### config.mk
export PLATFORM = sky130hd
export DESIGN_NAME = slot_irq_prio
export DESIGN_NICKNAME = d
export VERILOG_FILES = /design/src/rtl/slot_irq_prio_pkg.sv /design/src/rtl/slot_irq_prio_regs.sv /design/src/rtl/slot_irq_prio_rank.sv /design/src/rtl/slot_irq_prio_pick.sv /design/src/rtl/slot_irq_prio.sv
export SDC_FILE = /design/constraint.sdc
export NUM_CORES = 1
export LEC_CHECK = 0
export BUFFER_PORTS_ARGS = -buffer_cell sky130_fd_sc_hd__buf_2
export CAP_MARGIN = 5
export CELL_PAD_IN_SITES_DETAIL_PLACEMENT = 1
export CELL_PAD_IN_SITES_GLOBAL_PLACEMENT = 2
export CORE_MARGIN = 2
export CORE_UTILIZATION = 41
export DETAILED_ROUTE_END_ITERATION = 12
export PLACE_DENSITY_LB_ADDON = 0.3
export SETUP_SLACK_MARGIN = 0.3
export SLEW_MARGIN = 20
export SYNTH_ARGS = -nofsm -noshare
export SYNTH_HDL_FRONTEND = slang
export SYNTH_SLANG_ARGS = --single-unit
export TNS_END_PERCENT = 50
### constraint.sdc
create_clock -name clk_i -period 61.4 [get_ports clk_i]
set_clock_uncertainty 0.1 [all_clocks]
set_input_delay 18.42 -clock clk_i [delete_from_list [all_inputs] [get_ports clk_i]]
set_output_delay 18.42 -clock clk_i [all_outputs]
set_load 0.01 [all_outputs]
### src/rtl/slot_irq_prio_pkg.sv
package slot_irq_prio_pkg;

   typedef enum logic [2:0] {
      REG_YMAP   = 3'd0,
      REG_XMAP   = 3'd1,
      REG_ZMAP   = 3'd2,
      REG_ENABLE = 3'd3,
      REG_LAYOUT = 3'd4
   } reg_addr_e;

   typedef enum logic {
      LAYOUT_GROUP  = 1'b0,
      LAYOUT_SPREAD = 1'b1
   } layout_e;

   // number of fixed low-priority sources after the Z slots
   localparam int FIXED_SRCS = 6;

   function automatic int y_pos(input int s, input int slots, input layout_e lay);
      if (lay == LAYOUT_GROUP) return 1 + s;
      if (s < slots - 2)       return 2 + 2 * s;
      if (s == slots - 2)      return 3 * slots + 2;
      return 3 * slots + 6;
   endfunction

   function automatic int x_pos(input int s, input int slots, input layout_e lay);
      if (lay == LAYOUT_GROUP) return 1 + slots + s;
      if (s < slots - 2)       return 1 + 2 * s;
      if (s == slots - 2)      return 2 * slots - 3;
      return 2 * slots - 2;
   endfunction

   function automatic int z_pos(input int s, input int slots, input layout_e lay);
      if (lay == LAYOUT_GROUP) return 1 + 2 * slots + s;
      return 2 * slots - 1 + s;
   endfunction

   function automatic int f_pos(input int f, input int slots, input layout_e lay);
      int base;
      if (lay == LAYOUT_GROUP) return 3 * slots + 1 + f;
      base = 3 * slots - 1;
      case (f)
         0:       return base;
         1:       return base + 1;
         2:       return base + 2;
         3:       return base + 4;
         4:       return base + 5;
         default: return base + 6;
      endcase
   endfunction

endpackage

### src/rtl/slot_irq_prio_regs.sv
module slot_irq_prio_regs
   import slot_irq_prio_pkg::*;
#(
   parameter int N_Y    = 4,
   parameter int N_X    = 5,
   parameter int N_Z    = 7,
   parameter int SLOT_W = 3,
   parameter int NSRC   = 23,
   parameter int DATA_W = 32
) (
   input  logic                    clk_i,
   input  logic                    rst_ni,
   input  logic                    wr_en_i,
   input  logic [2:0]              wr_addr_i,
   input  logic [DATA_W-1:0]       wr_data_i,
   input  logic                    cfg_mode_i,
   output logic [N_Y-1:0][SLOT_W-1:0] y_map_o,
   output logic [N_X-1:0][SLOT_W-1:0] x_map_o,
   output logic [N_Z-1:0][SLOT_W-1:0] z_map_o,
   output logic [NSRC-1:0]         en_o,
   output layout_e                 layout_o
);

   logic [N_Y-1:0][SLOT_W-1:0] y_rst;
   logic [N_X-1:0][SLOT_W-1:0] x_rst;
   logic [N_Z-1:0][SLOT_W-1:0] z_rst;

   for (genvar k = 0; k < N_Y; k++) begin : g_yrst
      assign y_rst[k] = SLOT_W'(k);
   end
   for (genvar k = 0; k < N_X; k++) begin : g_xrst
      assign x_rst[k] = SLOT_W'(k);
   end
   for (genvar k = 0; k < N_Z; k++) begin : g_zrst
      assign z_rst[k] = SLOT_W'(k);
   end

   logic wr_y, wr_x, wr_z, wr_en_mask, wr_lay;
   always_comb begin
      wr_y       = wr_en_i && (wr_addr_i == REG_YMAP);
      wr_x       = wr_en_i && (wr_addr_i == REG_XMAP);
      wr_z       = wr_en_i && (wr_addr_i == REG_ZMAP);
      wr_en_mask = wr_en_i && (wr_addr_i == REG_ENABLE);
      wr_lay     = wr_en_i && (wr_addr_i == REG_LAYOUT) && cfg_mode_i;
   end

   always_ff @(posedge clk_i or negedge rst_ni) begin
      if (!rst_ni) begin
         y_map_o  <= y_rst;
         x_map_o  <= x_rst;
         z_map_o  <= z_rst;
         en_o     <= '0;
         layout_o <= LAYOUT_GROUP;
      end else begin
         if (wr_y)       y_map_o  <= wr_data_i[N_Y*SLOT_W-1:0];
         if (wr_x)       x_map_o  <= wr_data_i[N_X*SLOT_W-1:0];
         if (wr_z)       z_map_o  <= wr_data_i[N_Z*SLOT_W-1:0];
         if (wr_en_mask) en_o     <= wr_data_i[NSRC-1:0];
         if (wr_lay)     layout_o <= layout_e'(wr_data_i[0]);
      end
   end

   AST_LAYOUT_LOCK: assert property (@(posedge clk_i) disable iff (!rst_ni)
      !cfg_mode_i |=> $stable(layout_o));

endmodule

### src/rtl/slot_irq_prio_rank.sv
module slot_irq_prio_rank
   import slot_irq_prio_pkg::*;
#(
   parameter int N_Y    = 4,
   parameter int N_X    = 5,
   parameter int N_Z    = 7,
   parameter int SLOTS  = 8,
   parameter int SLOT_W = 3,
   parameter int NSRC   = 23,
   parameter int POS_W  = 5
) (
   input  logic [N_Y-1:0][SLOT_W-1:0] y_map_i,
   input  logic [N_X-1:0][SLOT_W-1:0] x_map_i,
   input  logic [N_Z-1:0][SLOT_W-1:0] z_map_i,
   input  layout_e                    layout_i,
   output logic [NSRC-1:0][POS_W-1:0] pos_o,
   output logic [NSRC-1:0]            shadow_o,
   output logic                       collide_o
);

   localparam int Y_ID = 1;
   localparam int X_ID = Y_ID + N_Y;
   localparam int Z_ID = X_ID + N_X;
   localparam int F_ID = Z_ID + N_Z;

   assign pos_o[0]    = '0;
   assign shadow_o[0] = 1'b0;

   for (genvar k = 0; k < N_Y; k++) begin : g_y
      assign pos_o[Y_ID+k] = POS_W'(y_pos(int'(y_map_i[k]), SLOTS, layout_i));
      always_comb begin
         shadow_o[Y_ID+k] = 1'b0;
         for (int j = 0; j < k; j++)
            if (y_map_i[j] == y_map_i[k]) shadow_o[Y_ID+k] = 1'b1;
      end
   end

   for (genvar k = 0; k < N_X; k++) begin : g_x
      assign pos_o[X_ID+k] = POS_W'(x_pos(int'(x_map_i[k]), SLOTS, layout_i));
      always_comb begin
         shadow_o[X_ID+k] = 1'b0;
         for (int j = 0; j < k; j++)
            if (x_map_i[j] == x_map_i[k]) shadow_o[X_ID+k] = 1'b1;
      end
   end

   for (genvar k = 0; k < N_Z; k++) begin : g_z
      assign pos_o[Z_ID+k] = POS_W'(z_pos(int'(z_map_i[k]), SLOTS, layout_i));
      always_comb begin
         shadow_o[Z_ID+k] = 1'b0;
         for (int j = 0; j < k; j++)
            if (z_map_i[j] == z_map_i[k]) shadow_o[Z_ID+k] = 1'b1;
      end
   end

   for (genvar f = 0; f < FIXED_SRCS; f++) begin : g_f
      assign pos_o[F_ID+f]    = POS_W'(f_pos(f, SLOTS, layout_i));
      assign shadow_o[F_ID+f] = 1'b0;
   end

   assign collide_o = |shadow_o;

endmodule

### src/rtl/slot_irq_prio_pick.sv
module slot_irq_prio_pick #(
   parameter int NSRC  = 23,
   parameter int POS_W = 5,
   parameter int ID_W  = 5
) (
   input  logic [NSRC-1:0]            elig_i,
   input  logic [NSRC-1:0][POS_W-1:0] pos_i,
   output logic                       any_o,
   output logic [ID_W-1:0]            win_o
);

   logic [POS_W-1:0] best;

   // strict compare in ID order: equal positions resolve to the lower ID
   always_comb begin
      any_o = 1'b0;
      best  = '1;
      win_o = '1;
      for (int i = 0; i < NSRC; i++) begin
         if (elig_i[i] && (!any_o || pos_i[i] < best)) begin
            any_o = 1'b1;
            best  = pos_i[i];
            win_o = ID_W'(i);
         end
      end
   end

endmodule

### src/rtl/slot_irq_prio.sv
module slot_irq_prio
   import slot_irq_prio_pkg::*;
#(
   parameter int N_SER   = 4,
   parameter int N_FAST  = 3,
   parameter int N_MULTI = 2,
   parameter int N_GPIN  = 5,
   parameter int SLOTS   = 8,
   parameter int DATA_W  = 32,
   localparam int N_Y    = N_SER,
   localparam int N_X    = N_FAST + N_MULTI,
   localparam int N_Z    = N_GPIN + 2,
   localparam int NSRC   = 1 + N_Y + N_X + N_Z + FIXED_SRCS,
   localparam int ID_W   = $clog2(NSRC + 1)
) (
   input  logic              clk_i,
   input  logic              rst_ni,
   input  logic [NSRC-1:0]   req_i,
   input  logic              wr_en_i,
   input  logic [2:0]        wr_addr_i,
   input  logic [DATA_W-1:0] wr_data_i,
   input  logic              cfg_mode_i,
   input  logic              ack_i,
   output logic              irq_o,
   output logic [ID_W-1:0]   vec_o,
   output logic              cfg_err_o
);

   localparam int SLOT_W = $clog2(SLOTS);
   localparam int N_POS  = 3 * SLOTS + 1 + FIXED_SRCS;
   localparam int POS_W  = $clog2(N_POS);
   localparam logic [ID_W-1:0] NO_SRC = '1;

   initial begin
      assert (SLOTS >= 3 && (1 << SLOT_W) == SLOTS)
         else $error("SLOTS must be a power of two of at least 4");
      assert (N_Y <= SLOTS && N_X <= SLOTS && N_Z <= SLOTS)
         else $error("a class has more sources than slots");
      assert (N_Z * SLOT_W <= DATA_W && NSRC <= DATA_W && N_X * SLOT_W <= DATA_W)
         else $error("register fields exceed DATA_W");
   end

   logic [N_Y-1:0][SLOT_W-1:0] y_map;
   logic [N_X-1:0][SLOT_W-1:0] x_map;
   logic [N_Z-1:0][SLOT_W-1:0] z_map;
   logic [NSRC-1:0]            en;
   layout_e                    layout;
   logic [NSRC-1:0][POS_W-1:0] pos;
   logic [NSRC-1:0]            shadow;
   logic                       collide;
   logic [NSRC-1:0]            elig;
   logic                       any_elig;
   logic [ID_W-1:0]            win;

   slot_irq_prio_regs #(
      .N_Y(N_Y), .N_X(N_X), .N_Z(N_Z), .SLOT_W(SLOT_W),
      .NSRC(NSRC), .DATA_W(DATA_W)
   ) u_regs (
      .clk_i      (clk_i),
      .rst_ni     (rst_ni),
      .wr_en_i    (wr_en_i),
      .wr_addr_i  (wr_addr_i),
      .wr_data_i  (wr_data_i),
      .cfg_mode_i (cfg_mode_i),
      .y_map_o    (y_map),
      .x_map_o    (x_map),
      .z_map_o    (z_map),
      .en_o       (en),
      .layout_o   (layout)
   );

   slot_irq_prio_rank #(
      .N_Y(N_Y), .N_X(N_X), .N_Z(N_Z), .SLOTS(SLOTS),
      .SLOT_W(SLOT_W), .NSRC(NSRC), .POS_W(POS_W)
   ) u_rank (
      .y_map_i   (y_map),
      .x_map_i   (x_map),
      .z_map_i   (z_map),
      .layout_i  (layout),
      .pos_o     (pos),
      .shadow_o  (shadow),
      .collide_o (collide)
   );

   assign elig = req_i & en & ~shadow;

   slot_irq_prio_pick #(
      .NSRC(NSRC), .POS_W(POS_W), .ID_W(ID_W)
   ) u_pick (
      .elig_i (elig),
      .pos_i  (pos),
      .any_o  (any_elig),
      .win_o  (win)
   );

   always_ff @(posedge clk_i or negedge rst_ni) begin
      if (!rst_ni) begin
         irq_o     <= 1'b0;
         vec_o     <= NO_SRC;
         cfg_err_o <= 1'b0;
      end else begin
         irq_o     <= any_elig;
         cfg_err_o <= cfg_err_o | collide;
         if (ack_i) vec_o <= any_elig ? win : NO_SRC;
      end
   end

   AST_VEC_HOLD: assert property (@(posedge clk_i) disable iff (!rst_ni)
      !ack_i |=> $stable(vec_o));

   AST_ERR_STICKY: assert property (@(posedge clk_i) disable iff (!rst_ni)
      cfg_err_o |=> cfg_err_o);

   AST_COLLIDE_FLAG: assert property (@(posedge clk_i) disable iff (!rst_ni)
      collide |=> cfg_err_o);

   AST_BUS_ERR_TOP: assert property (@(posedge clk_i) disable iff (!rst_ni)
      (ack_i && req_i[0] && en[0]) |=> (vec_o == '0));

   AST_IRQ_FOLLOWS: assert property (@(posedge clk_i) disable iff (!rst_ni)
      (ack_i && any_elig) |=> (irq_o && vec_o != NO_SRC));

endmodule

* Word level (Yosys, flattened, before mapping)
Cells that the tools add are included.
** Cells by class
- Add/subtract/negate cells :: 32
- Magnitude comparators :: 31
- Equality and inequality tests :: 50
- Multiplexer cells :: 217
- Bitwise operators :: 4
- Reduce and logical (&&, ||, !) cells :: 74
** Operator list (number)
- 5-bit two-way mux :: 102
- 3-bit == test :: 37
- 5-bit less-than comparator :: 22
- 1-bit two-way mux :: 106
- 4-bit by 3-bit adder with 5-bit output (first input constant) :: 12
- 23-bit bitwise AND :: 2
- 5-bit by 3-bit adder with 5-bit output (first input constant) :: 7
- 3-bit by 2-bit == test with 1-bit output (second input constant) :: 11
- 1-bit logical AND :: 28
- 3-bit less-than comparator (second input constant) :: 9
- 1-bit by 4-bit adder with 5-bit output (first input constant) :: 5
- 17-bit inverter with 23-bit output :: 1
- 1-bit logical NOT :: 22
- 1-bit logical OR :: 22
- 2-bit by 4-bit adder with 5-bit output (first input constant) :: 4
- 4-bit two-way mux :: 5
- 1-bit by 3-bit adder with 4-bit output (first input constant) :: 4
- 13-bit OR reduction :: 1
- 2-bit two-way mux :: 3
- 3-bit by 1-bit == test with 1-bit output (second input constant) :: 1
- 3-bit == test (second input constant) :: 1
- 3-bit logical NOT :: 1
- 3-bit two-way mux :: 1
- 1-bit bitwise OR :: 1
** Storage, ports and cells
- Flip-flop bits (word level) :: 79
- Output and inout port bits :: 7
- Word-level logic and storage cells :: 429

* Logic depth before layout (Yosys ltp)
Gate-level depths: netlist of run 1.
- Depth after elaboration :: 99
- Mapped depth :: 196
- Depth with buffers taken out :: 188

* By module
From an unflattened synthesis of run 1, not the netlist that was laid out.
** Second synthesis, totals
- Cells, all modules :: 1656
- Area, all modules :: 12901.1 um2
** By module, submodules not included
- slot_irq_prio_pick :: times used 1, cells each 898, area each 6112.1 um2, seq. area each 0.0 um2
- slot_irq_prio_rank :: times used 1, cells each 532, area each 3612.2 um2, seq. area each 0.0 um2
- slot_irq_prio_regs :: times used 1, cells each 157, area each 2735.1 um2, seq. area each 1824.2 um2
- slot_irq_prio :: times used 1, cells each 69, area each 441.7 um2, seq. area each 181.4 um2

* Worst setup path before layout of run 1
Ideal clock, no wire load.
- Path kind :: input to register
- From :: input req_i[0]
- To :: register vec_o[2]
- Setup time :: 0.083 ns
- Arrival :: 50.875 ns
- Setup slack :: 10.342 ns
- Cell stages on the path :: 179
- Buffers on the path :: 8
- Path through :: nand2_1 inv_1 ha_1 o211ai_1 a21boi_0 o31ai_1 o21ai_0 ha_1 a21oi_1 o211ai_1 a21oi_1 a21oi_1 mux2i_1 inv_1 ha_1 a21oi_1 o21ai_0 a21o_1 [143 not listed] ha_1 a21oi_1 o2111a_1 nor3_1 o31ai_4 ha_1 a211o_1 o32a_1 nor2_1 a21oi_1 ha_1 a21oi_1 nor2_1 o21ai_0 o21ai_0 o31ai_1 a31o_2 o32a_1
** On the way
- Longest elaborated chain between the ends :: 92
** Ends and longest elaborated chain
- start, declared :: RTL line slot_irq_prio.sv:18 : input logic [NSRC-1:0] req_i,
- 23-bit bitwise AND (*) (2 in series) :: RTL line slot_irq_prio.sv:85 : assign elig = req_i & en & ~shadow;
- 5-bit two-way mux or 1-bit two-way mux (tied branches) :: RTL line slot_irq_prio_pick.sv:20 : if (elig_i[i] && (!any_o || pos_i[i] < best)) begin
- 5-bit less-than comparator or 1-bit logical NOT (tied branches) :: RTL line slot_irq_prio_pick.sv:20
- 1-bit logical OR :: RTL line slot_irq_prio_pick.sv:20
- 1-bit logical AND :: RTL line slot_irq_prio_pick.sv:20
- 5-bit two-way mux or 1-bit two-way mux (tied branches) :: RTL line slot_irq_prio_pick.sv:20
- 5-bit less-than comparator or 1-bit logical NOT (tied branches) :: RTL line slot_irq_prio_pick.sv:20
- 1-bit logical OR :: RTL line slot_irq_prio_pick.sv:20
- [75 not listed]
- 1-bit logical OR :: RTL line slot_irq_prio_pick.sv:20
- 1-bit logical AND :: RTL line slot_irq_prio_pick.sv:20
- 5-bit two-way mux or 1-bit two-way mux (tied branches) :: RTL line slot_irq_prio_pick.sv:20
- 5-bit less-than comparator or 1-bit logical NOT (tied branches) :: RTL line slot_irq_prio_pick.sv:20
- 1-bit logical OR :: RTL line slot_irq_prio_pick.sv:20
- 1-bit logical AND :: RTL line slot_irq_prio_pick.sv:20
- 5-bit two-way mux or 1-bit two-way mux (tied branches) :: RTL line slot_irq_prio_pick.sv:20
- 5-bit two-way mux (*) :: RTL line slot_irq_prio.sv:104 : if (ack_i) vec_o <= any_elig ? win : NO_SRC;
- end signal, assigned :: RTL line slot_irq_prio.sv:104
- end, declared :: RTL line slot_irq_prio.sv:25 : output logic [ID_W-1:0] vec_o,
Every way passes the cells marked *; elsewhere a longest branch is shown, timed or not.
A chain may end at the register's enable or synchronous reset.

* Worst setup path in the final report of run 1
Ends and elaborated chain as after synthesis.

==> results of run 1 <==
==> registers in the layout (all words and copies together) (netlist names) <==
| name | cells |
|---|---|
| u_regs.y_map_o | 12 |
| cfg_err_o | 1 |
| u_regs.layout_o | 1 |
| u_regs.x_map_o | 15 |
| u_regs.en_o | 23 |
| irq_o | 1 |
| u_regs.z_map_o | 21 |
| vec_o | 5 |
==> critical path: cells and delay by family <==
kind,cells,cell delay (ns)
fa+ha+maj,20,5.93
simple gates,43,9.82
mux,3,1.06
buf+inv,9,0.82
compound gates,98,21.72
==> how the worst min path moves through the flow <==
stage,endpoint,slack [ns],cells after the start
detailed placement,vec_o[0],0.37,1
global route,vec_o[0],0.39,1
floorplan,irq_o,0.35,2
finish,vec_o[0],0.38,1
CTS,vec_o[0],0.39,1
global placement,vec_o[0],0.37,1
==> routing by layer <==
metal / part of all wire / global-route usage
met5: 0 / 0
met4: 0.019 / 0.0557
met1: 0.51 / 0.394
met3: 0.040 / 0.0325
met2: 0.43 / 0.419
==> layout make-up <==
type	instances	area, um2	share of cell area
multi-input combinational	1106	8060	0.709
sequential	79	2010	0.176
tap	330	413	0.0363
timing repair buffer	67	355	0.0312
inverter	63	236	0.0208
clock buffer	9	225	0.0198
clock inverter	7	72.6	0.00638
antenna	1	2.50	0.000220
==> cells in the final DEF, fill, tap and decap left out, types with 8 or more instances in the layout <==
cell type and count:
ha_1 114, a21oi_1 61, buf_4 8, o31ai_1 16
and2_1 10, a211oi_1 16, o22ai_1 11, xnor2_1 54
nand2_1 151, xor2_1 72, a31oi_1 21, nor3_1 38
dfrtp_1 55, and3_1 15, inv_1 63, clkbuf_16 9
or3_1 12, nand4_1 24, nor2b_1 12, o21a_1 11
o21ai_0 91, mux2_2 49, buf_2 59, o211ai_1 16
nand3_1 35, mux2i_1 12, a21o_1 36, dfstp_2 23
nor2_1 68
==> stage by stage <==
step,cells,utilization,setup slack (ns),hold slack (ns),cell area [um2]
after detailed placement,1645,0.437,4.01,0.366,11100
after CTS,1661,0.449,4.23,0.386,11400
after global routing,1661,0.449,0.381,0.394,11400
after global placement,1645,0.437,4.70,0.373,11100
after floorplan,1333,-,10.34,0.346,10600
final,1662,0.449,3.78,0.382,11400
==> kinds of logic (layout without fill, tap and decap cells) <==
family          count (synthesis)  in the layout  share of synthesized area
buf+inv                       148            146                     0.0574
mux                            61             61                     0.0631
xor+xnor                      126            126                      0.104
other cells                     0              1                          0
flops                          79             79                      0.188
fa+ha+maj                     114            114                      0.134
compound gates                381            381                      0.256
simple gates                  424            424                      0.197
==> key figures, run 1 <==
Synth
  – Top_reg_cell synth: dfrtp_1
  – Synth warnings: 0
  – Top cell type's share of synthesized area: 0.134
  – Post-synth top cells: 151 x nand2_1, 114 x ha_1, 91 x o21ai_0
  – Largest area contributor in the netlist: ha_1
  – Synth Register Bits: 79
  – Sequential area share after synthesis: 0.188
  – Synthesized Nets: 1,510
  – Post-synth EDFFs: 0
  – Async SR Flop Fraction: 1.00
  – Synthesized cell area: 10,600 um2
  – Post-synth cell types: 100
  – Synth Instances: 1,333
  – Top-count cell post-synth: nand2_1
  – Largest cells by area after synthesis: ha_1 13%, dfrtp_1 13%, xor2_1 5.9%, dfstp_2 5.7%, nand2_1 5.3%
  – Syn Area/Cell: 7.99 um2

Routing
  – Final ANT Viol Nets: 0
  – Via count: 10.2k
  – Vias per Instance: 6.11
  – Routed WL per cell: 21.6 um
  – First DRT Iteration DRCs: 644
  – DRT Pass-1 Iters: 5
  – Post-route DRC: 0
  – Total Wirelength: 35,900 um

Critical path
  – Req. time, crit path: 61.60 ns
  – Worst Setup EP: vec_o[2]
  – Reg2Reg Setup Slack: 20.59 ns
  – Worst-path fanout max: 14
  – Critical-path top delay cell: o21ai_1
  – Arr. time, crit path: 57.82 ns
  – CP max stage delay: 0.75 ns
  – Worst path most repeated cell: a21oi_1
  – Crit end category: flop
  – Reg2reg end: vec_o[2]
  – Crit Path Class: in2reg
  – Worst R2R Start: u_regs.layout_o
  – Worst Setup SP: req_i[0]
  – R2R depth: 174
  – CP Launch Type: primary input

Cells and area
  – Fillers: 3,079
  – Area Overhead vs Synth: 6.84%
  – Share of layout cells above drive strength 1: 0.151
  – Nets@finish: 1,503

Floorplanning
  – Row cnt: 58
  – Die H: 165 um
  – Num ports: 70
  – Core area: 25,300 um2
  – Chip width: 165 um
  – Initial core utilization: 0.420
  – Total die area: 27,300 um2

Placed design
  – I/O Buffers: 60
  – Final GP Congestion: 0.920
  – DP Wirelength: 28,600 um

STA
  – RSZ-0062 raised after global routing: false
  – Slew HR: 0.328
  – Setup violations, final: 0
  – Max Slew Vio Count: 0
  – Final hold vios: 0
  – Min Tclk post-route: 57.62 ns
  – Fin crit share: 0.938
  – Final setup TNS: 0 ns
  – Worst slew pin tran: 0.982 ns
  – Peak Freq: 17.4 MHz

Worst hold path
  – Hold WC Path Type: reg2reg
  – Hold Path Origin: vec_o[0]

Global route
  – Antenna violations before repair: 1
  – Pin count of the biggest net entering global routing: 50
  – First-pass GRT wire length: 56,400 um
  – All-layer global routing usage: 0.267
  – Vias in the first global route: 9,989
  – Overflow after GRT: 0

Clock network
  – Hold_buf cts: 0
  – Worst skew pair latency: 0.36 ns
  – CTS Buffer Depth: 2
  – CTS tree: yes
  – Setup repair bufs after CTS: 0
  – PostCTS Resize Cnt: 0
  – Reg clk slew, reported paths: 0.08 ns
  – CTS HTree Levels: 3
  – CTS root buffer: clkbuf_16
  – CTS Sinks: 79
  – TritonCTS Buffers: 9

Flow run
  – Max_cap viols: 0

Run status
  – Status: finished clean
Power of run 1 is left out: the tool's default activity adds up to more than one toggle a clock period on the data nets, which glitch-free logic cannot reach.
==> run 2, diff against run 1 <==
BUFFER_PORTS_ARGS = not set   (was -buffer_cell sky130_fd_sc_hd__buf_2)
CORE_UTILIZATION = 43   (was 41)
DONT_BUFFER_PORTS = 1   (was not set)
REMOVE_ABC_BUFFERS = 1   (was not set)
==> run 2 against run 1 <==
Clock-buffer cell count unchanged. Maximum frequency is 0.53% higher. Core utilization rose by 0.75 points. Cell area decreased by 2.4%. Critical endpoint is now vec_o[3]. Global-route usage up 0.77 points.
==> key figures, run 2 (synthesis gave the netlist of run 1 again) <==
STA
  – Setup violations, final: 0 (unchanged)
  – Max Slew Vio Count: 0 (unchanged)
  – Worst slew pin tran: 1.09 ns (+0.112 ns)
  – Worst setup margin: 4.08 ns (+0.302 ns)
  – Peak Freq: 17.4 MHz (+0.53%)
  – Final setup TNS: 0 ns (unchanged)
  – Min Tclk post-route: 57.32 ns (-0.302 ns)
  – Hold Slack: 0.386 ns (+0.00366 ns)
  – Fin crit share: 0.933 (-0.00491)
  – Slew HR: 0.261 (-0.0674)
  – Final hold vios: 0 (unchanged)
  – RSZ-0062 raised after global routing: false

Clock network
  – CTS root buffer: clkbuf_16
  – CTS tree: yes
  – Reg clk slew, reported paths: 0.07 ns (about the same)
  – Hold_buf cts: 0 (unchanged)
  – Setup repair bufs after CTS: 0 (unchanged)
  – CTS HTree Levels: 3 (unchanged)
  – CTS Sinks: 79 (unchanged)
  – Worst skew pair latency: 0.36 ns (about the same)
  – CTS Buffer Depth: 2 (unchanged)
  – PostCTS Resize Cnt: 0 (unchanged)
  – TritonCTS Buffers: 9 (unchanged)

Cells and area
  – ANT cells: 0 (-1)
  – Most flops, register: u_regs.en_o
  – Layout Cells excl Fill: 1,595 (-4.0%)
  – Area Overhead vs Synth: 4.30%
  – Largest registers in the final layout: u_regs.en_o: 23 flops, u_regs.z_map_o: 21 flops, u_regs.x_map_o: 15 flops
  – Nets@finish: 1,443 (-4.0%)
  – Share of layout cells above drive strength 1: 0.111 (-0.0401)
  – Largest register FFs: 23 (unchanged)
  – Most frequent cells in the layout: 151 x nand2_1, 114 x ha_1, 91 x o21ai_0
  – Most common cell after layout, fill and taps aside: nand2_1

Global route
  – Overflow after GRT: 0 (unchanged)
  – Antenna violations before repair: 0 (-1)
  – Pin count of the biggest net entering global routing: 80 (+60%)
  – First-pass GRT wire length: 56,700 um (+0.62%)
  – Vias in the first global route: 10.3k (+3.0%)
  – All-layer global routing usage: 0.275 (+0.00767)

Critical path
  – Req. time, crit path: 61.56 ns (-0.04 ns)
  – Delay-heaviest family, CP: compound AO/OA/AOI/OAI gates
  – Worst-path fanout max: 14 (unchanged)
  – Arr. time, crit path: 57.48 ns (-0.34 ns)
  – CP max stage delay: 0.67 ns (-0.08 ns)
  – CP Launch Type: primary input
  – Critical path buffer and inverter count: 8 (-1)
  – Crit Path Class: in2reg
  – Crit end category: flop
  – Reg2Reg Setup Slack: 20.81 ns (+0.22 ns)
  – Critical-path top delay cell: o21ai_1
  – Worst path most repeated cell: a21oi_1

Placed design
  – DP Wirelength: 27,700 um (-2.9%)
  – Setup WS pre-CTS: 4.00 ns (-0.00472 ns)
  – Final GP Congestion: 0.897 (-2.5%)
  – I/O Buffers: 0 (-100%)
  – # placed instances: 1,579 (-4.0%)

Floorplanning
  – Initial core utilization: 0.438 (+0.0174)
  – Total die area: 26,000 um2 (-4.5%)
  – Num ports: 70 (unchanged)
  – Die H: 161 um (-2.3%)
  – Chip width: 161 um (-2.3%)
  – Core area: 24,300 um2 (-4.0%)
  – Row cnt: 57 (-1.7%)

Routing
  – Total Wirelength: 35,200 um (-2.0%)
  – First DRT Iteration DRCs: 557 (-14%)
  – Vias per Instance: 6.18 (+1.2%)
  – Final ANT Viol Nets: 0 (unchanged)
  – Via count: 9,862 (-2.9%)
  – Post-route DRC: 0 (unchanged)
  – Routed WL per cell: 22.1 um (+2.2%)
  – DRT Pass-1 Iters: 5 (unchanged)

Flow run
  – Max_cap viols: 0 (unchanged)

Run status
  – Status: finished clean

Worst hold path
  – Hold WC Path Type: reg2reg
==> run 2: cell count changes in the layout (fill, tap and decap cells not counted), sizes merged <==
| cell | previous run | this run |
|---|---|---|
| diode | 1 | 0 |
| bufinv | 0 | 2 |
| buf | 67 | 7 |
| inv | 68 | 66 |
==> run 2: cell type report <==
class | count | area (um2)
clock buffers | 9 | 225
clock inverters | 7 | 115
flip-flops and latches | 79 | 2010
well taps | 324 | 405
fillers | 2950 | 13200
repair buffers | 7 | 52.6
inverters | 63 | 236
multi-input cells | 1106 | 8060
==> run 2: worst register-to-register path, delay by kind of cell (launching register included) <==
family | cells | cell delay (ns)
fa+ha+maj | 20 | 6.06
simple gates | 38 | 8.97
compound gates | 103 | 22.56
flops | 1 | 0.64
buf+inv | 9 | 1.13
mux | 3 | 1.05
==> run 2: metrics by stage <==
stage	cell area, um2	util
2_1_floorplan	10300	-
3_3_place_gp	10800	0.443
3_5_place_dp	10800	0.443
4_1_cts	11100	0.457
5_1_grt	11100	0.457
6_report	11100	0.457
==> run 2: metal layers <==
| metal | wire length [um] | global-route usage | share of wire |
|---|---|---|---|
| met4 | 1040 | 0.0913 | 0.030 |
| met1 | 15100 | 0.333 | 0.43 |
| met3 | 990 | 0.0290 | 0.028 |
| met2 | 18100 | 0.507 | 0.51 |
| met5 | 0 | 0 | 0 |
==> run 2: worst paths after layout <==
path / startpoint / endpoint / depth (start not counted)
max in group asynchronous: rst_ni / u_regs.y_map_o[10] / 0
min: u_regs.en_o[22] / irq_o / 2
min in group asynchronous: rst_ni / u_regs.en_o[15] / 0
max: req_i[0] / vec_o[3] / 171
max reg2reg: u_regs.layout_o / vec_o[3] / 173
min reg2reg: u_regs.en_o[22] / irq_o / 2
Power of run 2 is left out for the same reason.
